**src/rtl/sel_refresh_ctl.sv**
```systemverilog
module sel_refresh_ctl #(
  parameter int ROWS = 16,
  parameter int REF_CYCLES = 4,
  parameter int ACC_CYCLES = 2,
  parameter int RCNT_W = 16,
  parameter logic [1:0] LEG_CODE = 2'd2,
  localparam int RW = $clog2(ROWS)
) (
  input  logic              clk,
  input  logic              rst_n,
  input  logic              tick,
  input  logic              legacy,
  input  logic              acc_req,
  input  logic              acc_we,
  input  logic [RW-1:0]     acc_row,
  input  logic [1:0]        acc_code,
  input  logic              inv,
  input  logic [RW-1:0]     inv_row,
  output logic              acc_gnt,
  output logic              ref_cmd,
  output logic [RW-1:0]     ref_row,
  output logic [RCNT_W-1:0] ref_count
);

  localparam int BMAX = (REF_CYCLES > ACC_CYCLES) ? REF_CYCLES : ACC_CYCLES;
  localparam int BW = $clog2(BMAX + 1);

  logic [ROWS-1:0] valid_q, pend_q, elig, counting, expire, inv_hit;
  logic [1:0]      code_q [ROWS];
  logic [3:0]      cnt_q  [ROWS];
  logic [BW-1:0]   bcnt_q;
  logic [RW-1:0]   rr_q, pick;
  logic            any, free, issue, wr_go;

  assign free  = bcnt_q <= BW'(1);
  assign issue = free && any;
  assign wr_go = free && !any && acc_req && acc_we;

  always_comb begin
    for (int r = 0; r < ROWS; r++) begin
      counting[r] = legacy || valid_q[r];
      inv_hit[r]  = inv && (inv_row == RW'(r));
      expire[r]   = tick && counting[r] && (cnt_q[r] <= 4'd1);
      elig[r]     = pend_q[r] && counting[r] && !inv_hit[r];
    end
  end

  always_comb begin
    logic [RW-1:0] idx;
    any  = 1'b0;
    pick = '0;
    for (int i = ROWS - 1; i >= 0; i--) begin
      idx = rr_q + RW'(i);
      if (elig[idx]) begin
        any  = 1'b1;
        pick = idx;
      end
    end
  end

  always_ff @(posedge clk) begin
    if (!rst_n) begin
      bcnt_q    <= '0;
      rr_q      <= '0;
      ref_cmd   <= 1'b0;
      ref_row   <= '0;
      acc_gnt   <= 1'b0;
      ref_count <= '0;
      valid_q   <= '0;
      pend_q    <= '0;
      for (int r = 0; r < ROWS; r++) begin
        code_q[r] <= 2'd0;
        cnt_q[r]  <= 4'd0;
      end
    end else begin
      ref_cmd <= 1'b0;
      acc_gnt <= 1'b0;
      if (!free) begin
        bcnt_q <= bcnt_q - BW'(1);
      end else if (any) begin
        bcnt_q  <= BW'(REF_CYCLES);
        ref_cmd <= 1'b1;
        ref_row <= pick;
        rr_q    <= pick + RW'(1);
        if (ref_count != '1) ref_count <= ref_count + RCNT_W'(1);
      end else if (acc_req) begin
        bcnt_q  <= BW'(ACC_CYCLES);
        acc_gnt <= 1'b1;
      end else begin
        bcnt_q <= '0;
      end

      for (int r = 0; r < ROWS; r++) begin
        if (inv_hit[r]) begin
          valid_q[r] <= 1'b0;
          pend_q[r]  <= 1'b0;
        end else if (wr_go && acc_row == RW'(r)) begin
          valid_q[r] <= 1'b1;
          code_q[r]  <= acc_code;
          cnt_q[r]   <= 4'd1 << acc_code;
          pend_q[r]  <= 1'b0;
        end else begin
          if (tick && counting[r])
            cnt_q[r] <= expire[r] ? (4'd1 << (legacy ? LEG_CODE : code_q[r]))
                                  : cnt_q[r] - 4'd1;
          if (expire[r])
            pend_q[r] <= 1'b1;
          else if ((issue && pick == RW'(r)) || !counting[r])
            pend_q[r] <= 1'b0;
        end
      end
    end
  end

endmodule


```
**config.mk**
```make
export PLATFORM = sky130hd
export DESIGN_NAME = sel_refresh_ctl
export DESIGN_NICKNAME = d
export VERILOG_FILES = /design/src/rtl/sel_refresh_ctl.sv
export SDC_FILE = /design/constraint.sdc
export NUM_CORES = 1
export LEC_CHECK = 0
export ABC_AREA = 1
export BUFFER_PORTS_ARGS = -buffer_cell sky130_fd_sc_hd__clkbuf_2
export CAP_MARGIN = 25
export CELL_PAD_IN_SITES_DETAIL_PLACEMENT = 2
export CELL_PAD_IN_SITES_GLOBAL_PLACEMENT = 2
export CORE_MARGIN = 5
export CORE_UTILIZATION = 40
export DETAILED_ROUTE_END_ITERATION = 8
export PLACE_DENSITY_LB_ADDON = 0.05
export SETUP_SLACK_MARGIN = 0.3
export SLEW_MARGIN = 20
export SYNTH_ARGS = -nofsm -noshare
export SYNTH_HDL_FRONTEND = slang
export SYNTH_SLANG_ARGS = --single-unit
export TNS_END_PERCENT = 5
```
**constraint.sdc**
```tcl
create_clock -name clk -period 5.6 [get_ports clk]
set_input_delay 0.56 -clock clk [delete_from_list [all_inputs] [get_ports clk]]
set_output_delay 0.56 -clock clk [all_outputs]
set_load 0.05 [all_outputs]
```
# [After elaboration in Yosys (flattened, before gate mapping)]
# Memory sizes are Yosys's and may differ from the RTL's.
# Cells that the tools add are included.
[op_classes] shift=17 reduce_logical=236 addsub=34 bitwise_logic=50 order_cmp=33 muxes=326 eq_ne=46
[ops] op="2-to-1 mux 4 bit" count=64
[ops] op="2-to-1 mux 1 bit" count=211
[ops] op="logical AND 1 bit" count=116
[ops] op="== test 4 bit (second input constant)" count=24
[ops] op="< comparator 4 x 5 -> 1 bit (second input constant)" count=16
[ops] op="<< shifter 1 x 2 -> 4 bit (first input constant)" count=17
[ops] op="2-to-1 mux 2 bit" count=33
[ops] op="binary-select mux 1 bit (select 4 bit)" count=16
[ops] op="<= comparator 4 x 1 -> 1 bit (second input constant)" count=16
[ops] op="subtractor 4 x 1 -> 4 bit (second input constant)" count=16
[ops] op="OR reduction 3 bit" count=17
[ops] op="== test 4 x 3 -> 1 bit (second input constant)" count=12
[ops] op="bitwise OR 1 bit" count=48
[ops] op="logical NOT 1 bit" count=33
[ops] op="adder 4 bit (second input constant)" count=8
[ops] op="logical OR 1 bit" count=32
[ops] op="nonzero test 2 bit" count=16
[ops] op="OR reduction 2 bit" count=16
[ops] op="== test 4 x 2 -> 1 bit (second input constant)" count=6
[ops] op="adder 16 x 1 -> 16 bit (second input constant)" count=1
[ops] op="adder 4 x 3 -> 4 bit (second input constant)" count=4
[ops] op="inequality test 16 bit (second input constant)" count=1
[ops] op="== test 4 x 1 -> 1 bit (second input constant)" count=3
[ops] op="logical NOT 4 bit" count=3
[ops] op="8 further kinds" count=13
[totals] inputBits=17 regBits=61 memories=2 ramBits=96 wordCells=782
[memory_table] name="cnt_q" depth=16 word_bits=4 read_ports=16 rd_clocked_by_memory_dff=0 write_ports=16 line_no="30" source="logic [3:0] cnt_q [ROWS];"
[memory_table] name="code_q" depth=16 word_bits=2 read_ports=16 rd_clocked_by_memory_dff=0 write_ports=16 line_no="29" source="logic [1:0] code_q [ROWS];"

# [Depth between registers and ports, before layout]
# Gate-level depths: netlist of run 1.
[depth] ltp_word=33 depth_mapped=35

# [Worst setup path before layout of run 1]
# OpenSTA, ideal clock, no wires.
[synth_path] kind="register -> register" start="register rr_q[0]" end="register pend_q[8]" slack_ps=1788 synth_period_minus_slack_ps=3812 arrival_time_ps=3698 n_path_buf=3 setup_time_ps=114 stages_incl_launch_ff=33 cell_sequence="dfxtp_1 inv_2 buf_2 buf_1 ha_1 inv_1 clkbuf_1 nand3_1 nand2_1 nand2_1 nand3b_1 nand2_1 a21oi_1 o21ai_0 nand2_1 nand2_1 nand2_1 nand2_1 nand2_1 nand2_1 nand2_1 nand2_1 nand2_1 nand2_1 nand2_1 nand2_1 a21oi_1 ha_1 inv_1 nor2_1 nand3_1 a21oi_1 nor2_1"
[synth_via] elab_chain_len=25
[synth_lines] item="start: declaration" line_no="32" source="logic [RW-1:0] rr_q, pick;"
[synth_lines] item="start signal: assignment" line_no="84" source="rr_q <= pick + RW'(1);"
[synth_lines] item="adder 4 bit" line_no="53" source="idx = rr_q + RW'(i);"
[synth_lines] item="binary-select mux 1 bit (select 4 bit)" line_no="54" source="if (elig[idx]) begin"
[synth_lines] item="2-to-1 mux 1 bit (implied by the code)" line_no="54"
[synth_lines] item="2-to-1 mux 1 bit (16 in a row)" line_no="54"
[synth_lines] item="logical NOT 1 bit" line_no="37" source="assign wr_go = free && !any && acc_req && acc_we;"
[synth_lines] item="logical AND 1 bit (3 in a row)" line_no="37"
[synth_lines] item="logical AND 1 bit" line_no="97" source="end else if (wr_go && acc_row == RW'(r)) begin"
[synth_lines] item="OR reduction 3 bit (no line)"
[synth_lines] item="end signal: indexed assignment" line_no="96" source="pend_q[r] <= 1'b0;"
[synth_lines] item="end signal: indexed assignment" line_no="101" source="pend_q[r] <= 1'b0;"
[synth_lines] item="end signal: indexed assignment" line_no="107" source="pend_q[r] <= 1'b1;"
[synth_lines] item="end: declaration" line_no="28" source="logic [ROWS-1:0] valid_q, pend_q, elig, counting, expire, inv_hit;"
# Several ways; a longest one is shown, not always the timed one. The select of a mux whose other input is x is not followed.
# A chain may end at the register's enable or synchronous reset.

# [Worst setup path in the final report of run 1]
[layout_path] start="input legacy" end="register pend_q[0]"
[layout_via] elab_chain_len=27
[layout_lines] item="start: declaration" line_no="12" source="input logic legacy,"
[layout_lines] item="logical OR 1 bit" line_no="41" source="counting[r] = legacy || valid_q[r];"
[layout_lines] item="logical AND 1 bit (2 in a row)" line_no="44" source="elig[r] = pend_q[r] && counting[r] && !inv_hit[r];"
[layout_lines] item="binary-select mux 1 bit (select 4 bit)" line_no="54"
[layout_lines] item="2-to-1 mux 1 bit (implied by the code)" line_no="54"
[layout_lines] item="2-to-1 mux 1 bit (16 in a row)" line_no="54"
[layout_lines] item="logical NOT 1 bit" line_no="37"
[layout_lines] item="logical AND 1 bit (3 in a row)" line_no="37"
[layout_lines] item="logical AND 1 bit" line_no="97"
[layout_lines] item="OR reduction 3 bit (no line)"
# Several ways; a longest one is shown, not always the timed one. The select of a mux whose other input is x is not followed.

==> impl_metrics.toml, run 1 <==
[logic_synthesis]
seq_area_frac_synth = 0.3672
ys_seq_elements = 157
synth_edf_count = 96
syn_avg_cell_area_um2 = 7.091
syn-instance-count = 1576
synthArstFlopShare = 0
yosysUniqueCellTypes = 53
ys.flop_type = "edfxtp_1"
yosysWarnings = 0
synth_area_um2 = 11180
synth.net_count = 1639

[pwr]
switching_share = 0.5207
switchingPower_mw = 3.172
p_leak_nw = 5.393
power.internal_mw = 2.920
seqPwrFrac = 0.230
ir_drop_v = 0.0005123
powerDensity_nw_per_um2 = 489.6
pwr-share-comb = 0.560
clkPwrFrac = 0.210

[drt]
dr.pass1.iters = 5
met3_length_um = 1404
routedWlPerCell_um = 21.59
wl_met1_um = 19060
wl_met2_um = 21800
drcViolationCount = 0
vias_per_cell = 5.636
drtAntennaViolNets = 0
route.top_layer_used = "met4"
num_vias = 11300
drt-total-wl_um = 43260
drtIter0Drc = 596

[critical_path]
timing.critical_path.mode_cell = "nand2_1"
r2r_cells = 30
worstPathArrival_ns = 4.71
slowest_delay_ns = 0.58
crit_family = "simple AND/OR/NAND/NOR gates"
cp-start-kind = "primary input"
ff2ff_setup_slack_ns = 1.26
crit_type = "in2reg"
critPathBufInv = 3
path_max_fanout = 29
cp-end-kind = "register"
worstPathRequired_ns = 5.93
r2r_end = "pend_q[14]"
rr_startpoint = "rr_q[2]"
crit_path_top_delay_cell = "clkbuf_2"

[floorplanning]
row_count = 61
start_util = 0.4034
core_area_um2 = 27710
die_w_um = 177.2
die-height_um = 177.2
pin_count = 39
dieArea_um2 = 31380

[clock_network]
clockBufferDepth = 2
path_clk_slew_ns = 0.08
cts_max_level = 4
cts_setup_buffers = 0
cts_tree = "yes"
postCtsHoldBufs = 0
cts_resized = 0
cts_root_buffer = "clkbuf_16"
clock_latency_ns = 0.46
cts_made_buffers = 17
clock-sinks = 157

[run]
drv_cap = 0

[worst_hold_path]
min_to = "valid_q[8]"
hold_start = "valid_q[8]"
holdPathStages = 2
hp-class = "reg2reg"

[sta]
finalMaxSlewViolations = 0
clock.fmax_mhz = 228.3
finalHoldViolCount = 0
fin_skew_ns = 0.02017
fin_crit_sh = 0.7823
rsz0062_at_grt = "false"
fin_tns_setup_ns = 0
hold_ws_ns = 0.4758
setup_violations = 0
min_period_ns = 4.381
timing.slew.headroom = 0.4291
worst_slew_pin_slew_ns = 0.8553

[layout]
syn_to_final_growth_pct = 11.34
fin_nets = 1676
drive_above_1_share = 0.1046
n_antenna_cell = 0
layout_commonest_cell = "nand2_1"
mostFrequentLayoutCells = "nand2_1, inv_1, nor2_1, nand3_1, a21oi_1"

[run_status]
status = "finished clean"

[global_routing]
grt_max_degree = 32
gr-total-overflow = 0
grt.total_usage = 0.2786
grt_pass1_wl_um = 68340
antenna_found_initial = 0
first_global_vias = 12400

[place]
gp_congestion = 0.8635
portBuffers = 38
dpl.hpwl_um = 32040
==> stage by stage <==
stage	total power [mW]	setup WS (ns)	cells	util	area (µm²)
after detailed placement	4.789	0.8248	1971	0.4258	11800
final	6.092	1.219	2004	0.4491	12440
after global placement	4.653	0.8976	1970	0.4256	11790
after CTS	6.094	1.227	2003	0.4487	12430
after global routing	6.585	0.6627	2004	0.4491	12440
after floorplan	3.762	1.788	1576	-	11180
==> metal layers <==
metal | GRT usage | up-vias
li1 | - | 5351
met1 | 0.3473 | 5635
met2 | 0.5010 | 237
met3 | 0.03589 | 72
met4 | 0.08607 | 0
met5 | 0 | -
==> cells in the mapped netlist, types with 11 or more instances <==
master      n  area [µm²]
a211oi_1   13       97.59
a21oi_1   109       545.5
a31oi_1    11       68.82
clkbuf_1   23       86.33
dfxtp_1    61        1221
edfxtp_1   96        2883
ha_1       46       575.6
inv_1     217       814.5
inv_2      11       41.29
nand2_1   323        1212
nand3_1   146       730.7
nand3_2    11       110.1
nand4_1    13       81.33
nor2_1    183       686.9
nor2_2     13       81.33
nor3_1     36       180.2
nor3_2     11       110.1
nor4_1     11       68.82
o21ai_0    84       420.4
o22ai_1    17       106.4
or2_2      13       81.33
xor2_1     13       113.9
==> state kept, by name (all words and copies together) (netlist names) <==
signal,flops
pend_q,16
valid_q,16
ref_cmd,1
code_q,32
bcnt_q,3
cnt_q,64
ref_row,4
rr_q,4
ref_count,16
acc_gnt,1
==> power groups by stage <==
| stage | Clock, mW | Combinational, mW | Sequential [mW] |
|---|---|---|---|
| CTS | 1.29 | 3.40 | 1.40 |
| global placement | 0 | 3.23 | 1.42 |
| detailed placement | 0 | 3.36 | 1.43 |
| floorplan | 0 | 2.29 | 1.47 |
| finish | 1.28 | 3.41 | 1.40 |
| global route | 1.34 | 3.83 | 1.42 |
==> layout make-up <==
cell class / count / area, µm²
inverter: 233 / 874.6
tap: 378 / 473.0
multi-input combinational: 1150 / 6051
sequential: 157 / 4104
clock buffer: 18 / 450.4
timing repair buffer: 54 / 305.3
clock inverter: 14 / 185.2
fill: 3295 / 15260
==> worst max path at each step <==
stage	start	endpoint	depth (start not counted)
finish	legacy	pend_q[0]	31
global route	legacy	pend_q[0]	31
CTS	legacy	pend_q[0]	31
detailed placement	legacy	pend_q[0]	31
global placement	legacy	pend_q[0]	31
floorplan	rr_q[0]	pend_q[8]	32
==> worst reg2reg max path, delay by kind of cell, from the launching register on <==
family          cells  cell delay [ns]
flops               1             0.31
fa+ha+maj           2             0.62
compound gates      3             0.35
buf+inv             6             1.05
simple gates       19             1.91
==> kinds of logic (layout without fill, tap and decap cells) <==
family,after synthesis,after routing,share of synthesized area
fa+ha+maj,46,46,0.05150
compound gates,292,292,0.1507
xor+xnor,20,20,0.01635
buf+inv,269,319,0.09192
simple gates,792,792,0.3223
flops,157,157,0.3672
Power figures use the tool's default switching activity.
==> run 2, diff against run 1 <==
ABC_AREA = 0   (was 1)
clock period = 4.5 ns   (was 5.6 ns; I/O delays follow)
==> run 2 against run 1 <==
Compared with the run above: the flow now finishes with violations (negative setup slack); worst hold slack gained 0.037 ns; wire length is 31% higher; critical path type unchanged; total power rose by 36%; largest cell class unchanged; clock-buffer cell count decreased by 1; combinational power grew 45%; die area grew 4.3%; clock power rose by 21%.
==> impl_metrics.toml, run 2 <==
[floorplanning]
start_util = 0.4059
dieArea_um2 = 32720
core_area_um2 = 28780
die-height_um = 180.9
row_count = 62
die_w_um = 180.9
pin_count = 39

[critical_path]
timing.critical_path.mode_cell = "buf_4"
worstPathRequired_ns = 4.84
worstPathArrival_ns = 4.99
path_max_fanout = 7
crit_type = "in2reg"
slowest_delay_ns = 0.62
ff2ff_setup_slack_ns = 0.01
r2r_end = "pend_q[0]"
rr_startpoint = "valid_q[13]"
cp_cell_sequence = "clkbuf_2 > buf_4 > nor3b_4 > nand2_1 > a31oi_1 > mux4_2 > mux2_2 > buf_4 > o21ai_0 > a21oi_1 > a31oi_1 > nor3_2 > buf_4 > buf_4 > ha_1 > and2_2 > nand2b_1 > o21ai_0 > a211oi_1"
cp-end-kind = "register"
r2r_cells = 15
cp-start-kind = "primary input"
crit_path_top_delay_cell = "a31oi_1"

[drt]
drtIter0Drc = 962
drtAntennaViolNets = 0
drcViolationCount = 0
routedWlPerCell_um = 29.14
num_vias = 12410
dr.pass1.iters = 5
drt-total-wl_um = 56790
vias_per_cell = 6.366

[pwr]
p_leak_nw = 5.995
pwr-share-comb = 0.598
switching_share = 0.4589
clkPwrFrac = 0.187
switchingPower_mw = 3.789
power.internal_mw = 4.467
powerDensity_nw_per_um2 = 559.3
ir_drop_v = 0.0003194
seqPwrFrac = 0.214

[logic_synthesis]
synthMuxAreaShare = 0.06083
seq_area_frac_synth = 0.3513
synthAdderAreaFrac = 0.04927
synth-xor-area-share = 0.05012
syn-instance-count = 1346
synthArstFlopShare = 0
synth_top_area_frac = 0.2468
synth_top_family_by_area = "simple AND/OR/NAND/NOR gates"
syn_avg_cell_area_um2 = 8.679
synth_top_area_cell = "edfxtp_1"
yosysUniqueCellTypes = 95
synth_area_um2 = 11680
yosysWarnings = 0
synth_compound_area_frac = 0.2057
synth_edf_count = 96
synthTopCellsByArea = "edfxtp_1, dfxtp_1, nor2_1"
synth_common_cells = "nor2_1, nand2_1, edfxtp_1, o21ai_0, inv_1"
ys.flop_type = "edfxtp_1"
synth.net_count = 1409
synth-simple-area-share = 0.2348
yosysMostFrequentCell = "nor2_1"
ys_seq_elements = 157

[worst_hold_path]
min_to = "ref_row[1]"
hold_start = "ref_row[1]"
holdPathStages = 1
hp-class = "reg2reg"

[place]
post-place-ws_ns = -0.3560
gp_congestion = 0.9225
dpl.hpwl_um = 35190
portBuffers = 38

[sta]
clock.fmax_mhz = 215.4
setup_violations = 35
rsz0062_at_grt = "true"
fin_crit_sh = 1.032
worst_slew_pin_slew_ns = 1.058
fin_ws_ns = -0.1426
timing.slew.headroom = 0.2917
finalMaxSlewViolations = 0
finalHoldViolCount = 0
fin_tns_setup_ns = -2.026
fin_skew_ns = 0.01682
min_period_ns = 4.643

[clock_network]
clockBufferDepth = 2
cts_root_buffer = "clkbuf_16"
cts_tree = "yes"
clock_latency_ns = 0.47
path_clk_slew_ns = 0.08
clock-sinks = 157
cts_max_level = 4
postCtsHoldBufs = 0
cts_made_buffers = 17

[layout]
largest_register = "cnt_q"
mostFrequentLayoutCells = "buf_4, nor2_1, nand2_1, edfxtp_1, o21ai_0"
n_antenna_cell = 0
top_regs = "cnt_q: 64 flops, code_q: 32 flops"
largest_reg_flops = 64
fin_nets = 1615
drive_above_1_share = 0.2581
layout_commonest_cell = "buf_4"
syn_to_final_growth_pct = 26.35

[global_routing]
first_global_vias = 13180
grt_pass1_wl_um = 76220
grt.total_usage = 0.2939
antenna_found_initial = 0
grt_max_degree = 57
gr-total-overflow = 0

[run_status]
failed_checks = "negative setup slack"
status = "finished with violations"

[run]
drv_cap = 0
-- run 2: changes by cell type after synthesis, sizes merged, moves of 17 or more --
cell,previous run,this run
inv,228,70
mux4,0,18
nor2,202,174
nand2,333,157
and2,7,24
a21oi,110,55
nand3,158,51
xor2,14,31
xnor2,6,35
-- run 2: kinds of logic (layout without fill, tap and decap cells) --
kind of cell	after synthesis	count (layout)
DFF	157	157
buffers and inverters	134	353
AOI/OAI and AO/OA	340	340
xor gates and xnor gates	66	66
and+or+nand+nor	559	559
muxes	44	44
adders and majority gates	46	46
-- run 2: worst max-delay path, delay by kind of cell --
family / cells / cell delay (ns)
fa+ha+maj: 1 / 0.21
compound gates: 6 / 1.42
simple gates: 5 / 1.27
mux: 2 / 0.79
buf+inv: 5 / 0.81
-- run 2: repair_timing --
item	CTS	global route
pin swaps	4	20
setup endpoints to repair	203	192
cloned	0	1
resized for setup	39	59
setup buffers	5	11
-- run 2: how the worst max path moves through the flow --
stage	from	endpoint	slack [ns]
CTS	rr_q[1]	cnt_q[0][18]	0.27
detailed placement	legacy	pend_q[6]	-0.36
global placement	inv_row[0]	pend_q[6]	-0.33
global route	inv_row[3]	cnt_q[1][15]	-0.16
floorplan	rr_q[0]	cnt_q[0][10]	0.31
finish	inv_row[3]	pend_q[7]	-0.14
-- run 2: power groups by stage --
stage | registers (mW) | logic, mW | clock network, mW
final | 1.77 | 4.94 | 1.55
after global routing | 1.78 | 5.11 | 1.61
after CTS | 1.75 | 4.18 | 1.52
after detailed placement | 1.78 | 3.90 | 0
after global placement | 1.77 | 3.77 | 0
after floorplan | 1.85 | 2.11 | 0
-- run 2: layout make-up --
class	instances	area, µm²
flip-flops and latches	157	4110
repair buffers	246	1849
inverters	75	289.0
multi-input cells	1055	7448
clock buffers	17	425.4
fillers	3110	14020
well taps	384	480.5
clock inverters	15	157.7
-- run 2: stage by stage --
| step | cell area [µm²] | power [mW] | hold slack [ns] | std cells | util |
|---|---|---|---|---|---|
| 2_1_floorplan | 11720 | 3.956 | 0.4318 | 1346 | - |
| 3_3_place_gp | 13610 | 5.542 | 0.4510 | 1900 | 0.4728 |
| 3_5_place_dp | 13610 | 5.681 | 0.4665 | 1900 | 0.4728 |
| 4_1_cts | 14380 | 7.459 | 0.5016 | 1937 | 0.4996 |
| 5_1_grt | 14760 | 8.496 | 0.5460 | 1949 | 0.5129 |
| 6_report | 14760 | 8.256 | 0.5127 | 1949 | 0.5129 |
-- run 2: per-layer routing --
metal / vias up / GRT usage / part of all wire
met5: - / 0 / 0
met4: 0 / 0.1240 / 0.052
met3: 199 / 0.03881 / 0.052
met2: 551 / 0.5258 / 0.50
met1: 6298 / 0.3545 / 0.40
li1: 5359 / - / -
